<file path="config.mk">
export PLATFORM = sky130hd
export DESIGN_NAME = port_wake_ctrl
export DESIGN_NICKNAME = d
export VERILOG_FILES = /design/src/rtl/pw_pkg.sv /design/src/rtl/pw_event_qual.sv /design/src/rtl/pw_port_state.sv /design/src/rtl/pw_change_flags.sv /design/src/rtl/pw_pme.sv /design/src/rtl/port_wake_ctrl.sv
export SDC_FILE = /design/constraint.sdc
export NUM_CORES = 1
export LEC_CHECK = 0
export ABC_AREA = 1
export BUFFER_PORTS_ARGS = -buffer_cell sky130_fd_sc_hd__buf_2
export CAP_MARGIN = 10
export CORE_MARGIN = 4
export CORE_UTILIZATION = 37
export CTS_CLUSTER_DIAMETER = 120
export DETAILED_ROUTE_END_ITERATION = 16
export MAX_ROUTING_LAYER = met4
export PLACE_DENSITY = 0.72
export SYNTH_ARGS = -nofsm -noshare
export SYNTH_HDL_FRONTEND = slang
export SYNTH_HIERARCHICAL = 1
export SYNTH_SLANG_ARGS = --single-unit
</file>
<file path="constraint.sdc">
create_clock -name clk -period 1.3 [get_ports clk]
set_clock_uncertainty 0.1 [all_clocks]
set_input_delay 0.065 -clock clk [delete_from_list [all_inputs] [get_ports clk]]
set_output_delay 0.065 -clock clk [all_outputs]
set_load 0.01 [all_outputs]
</file>
<file path="src/rtl/pw_pkg.sv">
package pw_pkg;

    localparam int NUM_EV = 4;
    localparam int IX_RES  = 0;
    localparam int IX_CONN = 1;
    localparam int IX_DISC = 2;
    localparam int IX_OC   = 3;

    typedef struct packed {
        logic ccs;
        logic pe;
        logic susp;
        logic fpr;
        logic oca;
    } port_bits_t;

    typedef struct packed {
        logic resume;
        logic connect;
        logic disconnect;
        logic overcur;
    } ev_t;

    function automatic logic [NUM_EV-1:0] ev_vec(input ev_t e);
        logic [NUM_EV-1:0] v;
        v          = '0;
        v[IX_RES]  = e.resume;
        v[IX_CONN] = e.connect;
        v[IX_DISC] = e.disconnect;
        v[IX_OC]   = e.overcur;
        return v;
    endfunction

    function automatic logic [NUM_EV-1:0] wake_mask(input logic wkc, input logic wkd,
                                                    input logic wko);
        logic [NUM_EV-1:0] m;
        m          = '0;
        m[IX_RES]  = 1'b1;
        m[IX_CONN] = wkc;
        m[IX_DISC] = wkd;
        m[IX_OC]   = wko;
        return m;
    endfunction

    localparam port_bits_t PORT_RESET = '{ccs: 1'b0, pe: 1'b0, susp: 1'b0, fpr: 1'b0, oca: 1'b0};

endpackage

</file>
<file path="src/rtl/pw_event_qual.sv">
module pw_event_qual
    import pw_pkg::*;
(
    input  logic clk,
    input  logic rst,
    input  logic raw_resume,
    input  logic raw_connect,
    input  logic raw_disconnect,
    input  logic oc_level,
    input  logic cur_ccs,
    input  logic cur_susp,
    output ev_t  acc
);
    logic oc_prev_q;
    logic oc_edge;

    always_ff @(posedge clk) begin
        if (rst) oc_prev_q <= 1'b0;
        else     oc_prev_q <= oc_level;
    end

    assign oc_edge = oc_level & ~oc_prev_q;

    always_comb begin
        acc            = '0;
        acc.disconnect = raw_disconnect & cur_ccs;
        acc.overcur    = oc_edge & cur_ccs & ~acc.disconnect;
        acc.connect    = raw_connect & ~cur_ccs;
        acc.resume     = raw_resume & cur_susp & ~acc.disconnect & ~acc.overcur;
    end

endmodule

</file>
<file path="src/rtl/pw_port_state.sv">
module pw_port_state
    import pw_pkg::*;
(
    input  logic       clk,
    input  logic       rst,
    input  ev_t        acc,
    input  logic       oc_level,
    input  logic       cmd_enable,
    input  logic       cmd_suspend,
    input  logic       cmd_end_resume,
    output port_bits_t pb
);
    port_bits_t pb_q;
    port_bits_t pb_d;
    logic       any_ev;

    assign any_ev = |ev_vec(acc);

    always_comb begin
        pb_d = pb_q;
        if (acc.disconnect) begin
            pb_d.ccs  = 1'b0;
            pb_d.pe   = 1'b0;
            pb_d.susp = 1'b0;
            pb_d.fpr  = 1'b0;
        end else if (acc.overcur) begin
            pb_d.pe   = 1'b0;
            pb_d.susp = 1'b0;
            pb_d.fpr  = 1'b0;
        end else if (acc.connect) begin
            pb_d.ccs  = 1'b1;
        end else if (acc.resume) begin
            pb_d.fpr  = 1'b1;
        end
        if (!any_ev) begin
            if (cmd_end_resume && pb_q.fpr) begin
                pb_d.fpr  = 1'b0;
                pb_d.susp = 1'b0;
            end else if (cmd_suspend && pb_q.pe) begin
                pb_d.susp = 1'b1;
            end
            if (cmd_enable && pb_q.ccs) pb_d.pe = 1'b1;
        end
        pb_d.oca = oc_level & (pb_q.oca | acc.overcur);
    end

    always_ff @(posedge clk) begin
        if (rst) pb_q <= PORT_RESET;
        else     pb_q <= pb_d;
    end

    assign pb = pb_q;

endmodule

</file>
<file path="src/rtl/pw_change_flags.sv">
module pw_change_flags
    import pw_pkg::*;
(
    input  logic clk,
    input  logic rst,
    input  ev_t  acc,
    input  logic clr_csc,
    input  logic clr_occ,
    input  logic clr_pci,
    input  logic irq_en,
    output logic csc,
    output logic occ,
    output logic pci,
    output logic irq
);
    logic csc_q, occ_q, pci_q;
    logic set_csc, set_occ, set_pci;

    assign set_csc = acc.connect | acc.disconnect;
    assign set_occ = acc.overcur;
    assign set_pci = |ev_vec(acc);

    always_ff @(posedge clk) begin
        if (rst) begin
            csc_q <= 1'b0;
            occ_q <= 1'b0;
            pci_q <= 1'b0;
        end else begin
            csc_q <= (csc_q & ~clr_csc) | set_csc;
            occ_q <= (occ_q & ~clr_occ) | set_occ;
            pci_q <= (pci_q & ~clr_pci) | set_pci;
        end
    end

    assign csc = csc_q;
    assign occ = occ_q;
    assign pci = pci_q;
    assign irq = pci_q & irq_en;

endmodule

</file>
<file path="src/rtl/pw_pme.sv">
module pw_pme
    import pw_pkg::*;
#(
    parameter int              PWR_W    = 2,
    parameter logic [PWR_W-1:0] FULL_PWR = '0
) (
    input  logic             clk,
    input  logic             rst,
    input  ev_t              acc,
    input  logic [PWR_W-1:0] pwr_state,
    input  logic             wk_conn_en,
    input  logic             wk_disc_en,
    input  logic             wk_oc_en,
    input  logic             clr_pme,
    output logic             pme_sts,
    output logic             pme_req
);
    logic [NUM_EV-1:0] ev_bits;
    logic [NUM_EV-1:0] en_bits;
    logic [NUM_EV-1:0] hit;
    logic              low_pwr;
    logic              sts_q, req_q;

    assign ev_bits = ev_vec(acc);
    assign en_bits = wake_mask(wk_conn_en, wk_disc_en, wk_oc_en);
    assign low_pwr = (pwr_state != FULL_PWR);

    for (genvar g = 0; g < NUM_EV; g++) begin : g_gate
        assign hit[g] = ev_bits[g] & en_bits[g];
    end

    always_ff @(posedge clk) begin
        if (rst) begin
            sts_q <= 1'b0;
            req_q <= 1'b0;
        end else begin
            sts_q <= (sts_q & ~clr_pme) | (low_pwr & (|ev_bits));
            req_q <= (req_q & ~clr_pme) | (low_pwr & (|hit));
        end
    end

    assign pme_sts = sts_q;
    assign pme_req = req_q;

endmodule

</file>
<file path="src/rtl/port_wake_ctrl.sv">
module port_wake_ctrl
    import pw_pkg::*;
#(
    parameter int               PWR_W    = 2,
    parameter logic [PWR_W-1:0] FULL_PWR = '0
) (
    input  logic             clk,
    input  logic             rst,
    input  logic             ev_resume_k,
    input  logic             ev_connect,
    input  logic             ev_disconnect,
    input  logic             oc_in,
    input  logic             sw_port_enable,
    input  logic             sw_port_suspend,
    input  logic             sw_end_resume,
    input  logic             sw_clr_csc,
    input  logic             sw_clr_occ,
    input  logic             sw_clr_pci,
    input  logic             sw_clr_pme,
    input  logic             irq_en,
    input  logic             wk_conn_en,
    input  logic             wk_disc_en,
    input  logic             wk_oc_en,
    input  logic [PWR_W-1:0] pwr_state,
    output logic             port_connected,
    output logic             port_enabled,
    output logic             port_suspended,
    output logic             port_fpr,
    output logic             oc_active,
    output logic             conn_change,
    output logic             oc_change,
    output logic             port_change,
    output logic             port_irq,
    output logic             pme_status,
    output logic             pme_wake
);
    port_bits_t pb;
    ev_t        acc;

    pw_event_qual u_qual (
        .clk            (clk),
        .rst            (rst),
        .raw_resume     (ev_resume_k),
        .raw_connect    (ev_connect),
        .raw_disconnect (ev_disconnect),
        .oc_level       (oc_in),
        .cur_ccs        (pb.ccs),
        .cur_susp       (pb.susp),
        .acc            (acc)
    );

    pw_port_state u_state (
        .clk            (clk),
        .rst            (rst),
        .acc            (acc),
        .oc_level       (oc_in),
        .cmd_enable     (sw_port_enable),
        .cmd_suspend    (sw_port_suspend),
        .cmd_end_resume (sw_end_resume),
        .pb             (pb)
    );

    pw_change_flags u_flags (
        .clk     (clk),
        .rst     (rst),
        .acc     (acc),
        .clr_csc (sw_clr_csc),
        .clr_occ (sw_clr_occ),
        .clr_pci (sw_clr_pci),
        .irq_en  (irq_en),
        .csc     (conn_change),
        .occ     (oc_change),
        .pci     (port_change),
        .irq     (port_irq)
    );

    pw_pme #(
        .PWR_W    (PWR_W),
        .FULL_PWR (FULL_PWR)
    ) u_pme (
        .clk        (clk),
        .rst        (rst),
        .acc        (acc),
        .pwr_state  (pwr_state),
        .wk_conn_en (wk_conn_en),
        .wk_disc_en (wk_disc_en),
        .wk_oc_en   (wk_oc_en),
        .clr_pme    (sw_clr_pme),
        .pme_sts    (pme_status),
        .pme_req    (pme_wake)
    );

    assign port_connected = pb.ccs;
    assign port_enabled   = pb.pe;
    assign port_suspended = pb.susp;
    assign port_fpr       = pb.fpr;
    assign oc_active      = pb.oca;

endmodule

</file>
== Yosys cells after proc, flatten, opt, wreduce, memory -nomap -nowiden ==
Index checks and enable logic that the tools add are counted.
W data, S select, Z words.

* Bits in registers: 11
* Bits in latches: 0
* Bits in writable memories: 0
* ROM bits: 0
* Input bits: 19
* Output and inout bits: 11
* Word-level logic and storage cells: 64
* Memories: 0

* Add/subtract/negate cells: 0
* Multipliers: 0
* Div/mod/pow operators: 0
* Magnitude comparators: 0
* Equal/unequal tests: 0
* Shifts and indexed selects: 0
* Muxes and demuxes: 10
* Bitwise operators: 35
* Reductions and logical operators: 8

{| class="wikitable"
|+ Operator list
! cell !! number
|-
| $and A1 B1 Y1 || 20
|-
| $not A1 Y1 || 8
|-
| $reduce_or A4 Y1 || 2
|-
| $mux W1 || 7
|-
| $or A1 B1 Y1 || 7
|-
| $mux W3 || 2
|-
| $logic_and A1 B1 Y1 || 3
|-
| $mux W2 || 1
|-
| $reduce_and A2 Y1 || 1
|-
| $reduce_bool A2 Y1 || 1
|-
| $reduce_or A2 Y1 || 1
|}

== Depth between registers and ports, before layout ==
* Depth in word-level cells: 13
* Mapped depth: 8

== By module ==
The synthesis kept the hierarchy.

{| class="wikitable"
|+ By module, submodules not included
! module !! times used !! cells each !! area an instance (um2) !! seq. area each (um2)
|-
| pw_port_state || 1 || 31 || 220.2 || 100.1
|-
| pw_change_flags || 1 || 19 || 126.4 || 60.1
|-
| pw_pme || 1 || 19 || 110.1 || 40.0
|-
| pw_event_qual || 1 || 14 || 72.6 || 20.0
|}

== Least setup slack after synthesis ==
No wires, ideal clock.

* Kind: register to register
* Start point: register u_state.pb_q, in the netlist u_state/pb[4]
* End point: register u_state.pb_q, in the netlist u_state/pb[2]
* Arrival: 1.254 ns
* Data required time: 1.086 ns
* Slack: -0.168 ns
* Stages on the path, launching flop included: 8
* Buffers on the path: 0
* Period minus slack after synthesis: 1.468 ns
* Cell sequence: dfxtp_1 -> nand2_1 -> nor2_2 -> nor2_1 -> nor2_2 -> nand2_1 -> nand2_2 -> nor2_2

{| class="wikitable"
|+ RTL lines
! what !! line !! RTL
|-
| start: declaration || pw_port_state.sv:13 || <nowiki>port_bits_t pb_q;</nowiki>
|-
| start signal: assignment || pw_port_state.sv:49 || <nowiki>else pb_q <= pb_d;</nowiki>
|}

==> impl_results.md <==
- Status: finished, final reports clean
- # setup viols final: 0
- DR pass1 iterations: 4
- Rel. slew slack: 89.1%
- Area share of the largest cell type after synthesis: roughly two fifths
- WL per Instance: 9.67 um
- Period minus WS final: 1.21 ns
- Worst min-delay path class: in2reg
- Synthesized cell area: 529 um2
- Worst vdd ir: approximately 0.00059 V
- CP startpoint kind: register
- Maxcap violations: 0
- Die Y-Extent: 45.8 um
- Gate Count Post-Synth: 83
- Top post-synthesis cells by area: dfxtp_1 (42%), nand2_1 (14%), inv_1 (13%)
- Clock sink total: 11
- Root Driver: clkbuf_4
- Required time worst endpoint: 1.40 ns
- Setup WS pre-CTS: between 0.015 and 0.02 ns
- P per Cell Area: 949 mW/mm2
- Max stage delay on crit path: 0.37 ns
- Post-route ant nets: 0
- Footprint of the multi-input gates: between 200 and 250 um2
- Syn_area_per_cell: 6.38 um2
- Worst r2r path cells: 7
- Die area: between 0.002 and 0.0025 mm2
- Slew Viols, Final: 0
- Worst slew pin tran: ~0.16 ns
- Syn nets: 102
- P_leak: 0.476 nW
- Row cnt: 13
- TritonCTS clock tree: built
- Most common cell in the netlist: nand2_1
- Yosys Warn Count: 6
- Ys async rst share: 0%
- Worst path arrival time: about 1.3 ns
- IO Port Bufs: 29
- Most Frequent Cell on Critical Path: nand2_1
- Clk pin slew, worst setup/hold paths: 0.07 ns
- Final non-filler cell total: 138
- Setup ws final: 0.0861 ns
- Io pins: 30
- # placed instances: 129
- Filler instances: between 100 and 150
- Top_reg_cell synth: dfxtp_1
- Vias in the first global route: 538
- Design Power: approximately 760 uW
- CP Max Fanout: 7
- Crit path capture type: register
- All-Layer GR Usage: 15.7%
- First-pass GRT wire length: 2.12 mm
- RSZ-0062 raised after global routing: yes
- CTS Buffer Depth: 2
- Crit Path Category: reg2reg
- Antenna violations before repair: 0
- Initial core utilization: between 40% and 50%
- Fin util: 60.6%
- Die X-Extent: 45.8 um
- Crit-path slowest cell: dfxtp_2
- Final WL: 1.33 mm
- Initial DRC Count: 5
- Worst hold margin: 0.0194 ns
- Worst skew pair latency: 0.26 ns
- Sequential fraction of the synthesis area: 41.6%
- Core Footprint: roughly 0.0013 mm2
- Largest net degree at the start of global routing: 9
- Final Hold Viols: 0
- Final Instance Area: 798 um2
- Setup TNS: 0 ns
- Area Overhead vs Synth: 50.8%
- Vias per cell: 4.30
- Total CTS buffers: 3
- Post-synth EDFFs: 0
- Synthesized flop and latch total: 11
- Yosys top cell by area: dfxtp_1
- DRC errors left: 0
- HPWL Detailed: 991 um
- Final net count: 143
- GPL Wtd Cong: 0.771
- WHS Path Cells: 5
- Vias: 593
- Post CTS Setup Buffer Count: 0
- Fin crit share: between 90 and 100%
- Crit-path cells: nand2_1 -> nor2_4 -> buf_4 -> nand2_1 -> nand2_1 -> o21ai_1 -> a21oi_1
- Max Clock Freq: 824 MHz
- Synth cell count leaders: nand2_1 (20), inv_1 (19), nor2_1 (13)
- Share of cells above drive strength 1: 35.0%
- Placed instance area: 714 um2
- Ant. Diodes: 0
- Htree depth: 1
- GRT overflow: 0
- FF/Latch Area: 221 um2
- Yosys cell types: 12
cells by family after synthesis:
group / after synthesis / synth area share, %
simple gates: 43 / 35.7
flops: 11 / 41.6
buf+inv: 20 / 14.2
compound gates: 9 / 8.51
power breakdown:
group	internal, mW	total [mW]	switching [mW]	leakage, nW
Clock	0.119	0.227	0.109	0.0150
Combinational	0.0773	0.161	0.0833	0.370
Sequential	0.358	0.370	0.0120	0.0906
Total	0.554	0.758	0.204	0.476
timing repair:
item / 4_1_cts / 5_1_grt
resized for setup: 0 / 2
endpoints found under the hold margin: 6 / 0
setup endpoints to repair: 0 / 6
hold buffers: 5 / 0
registers in the layout, indices dropped and copies added (netlist names):
register and flops:
u_flags/csc 1, u_flags/pci 1, u_qual/oc_prev_q 1, u_pme/pme_sts 1, u_flags/occ 1, u_state/pb 5
u_pme/pme_req 1
layout by cell type (no fill, tap or decap):
master and count:
buf_2 29, nand2_1 20, inv_1 19, nor2_1 12, dfxtp_1 10, a21oi_1 7, dlygate4sd3_1 5, clkbuf_4 3
nor2_2 3, nor2_4 3, buf_4 2, nand3_1 2, o21ai_1 2, nand2_2 2, clkbuf_1 1, or2_1 1
clkinv_1 1, dfxtp_2 1
critical path, delay by kind of cell, from the launching register on:
kind                   cells  cell delay, ns
buffers and inverters      1            0.18
and+or+nand+nor            4            0.33
AOI/OAI and AO/OA          2            0.16
DFF                        1            0.37
final cells by class:
cell class | instances | share of cell area [%]
Multi-Input combinational cell | 52 | 30.9
Timing Repair Buffer | 36 | 26.3
Sequential cell | 11 | 27.7
Clock buffer | 4 | 3.29
Inverter | 20 | 9.40
Tap cell | 15 | 2.35
path summary, 6_finish.rpt:
| check | start | slack (ns) | end |
|---|---|---|---|
| max | u_state/pb[4]$_SDFFE_PP0P_ | 0.09 | u_pme/pme_req$_SDFF_PP0_ |
| min | sw_port_suspend | 0.02 | u_state/pb[2]$_SDFF_PP0_ |
| max reg2reg | u_state/pb[4]$_SDFFE_PP0P_ | 0.09 | u_pme/pme_req$_SDFF_PP0_ |
| min reg2reg | u_pme/pme_sts$_SDFF_PP0_ | 0.37 | u_pme/pme_sts$_SDFF_PP0_ |
per-layer routing:
layer / track usage, % / up-vias / part of all wire (%)
met5: - / - / 0
met1: 16.2 / 247 / 44
li1: - / 320 / -
met4: 13.6 / 0 / 3.6
met2: 23.7 / 22 / 45
met3: 4.74 / 4 / 7.5
Power figures use the tool's default switching activity.
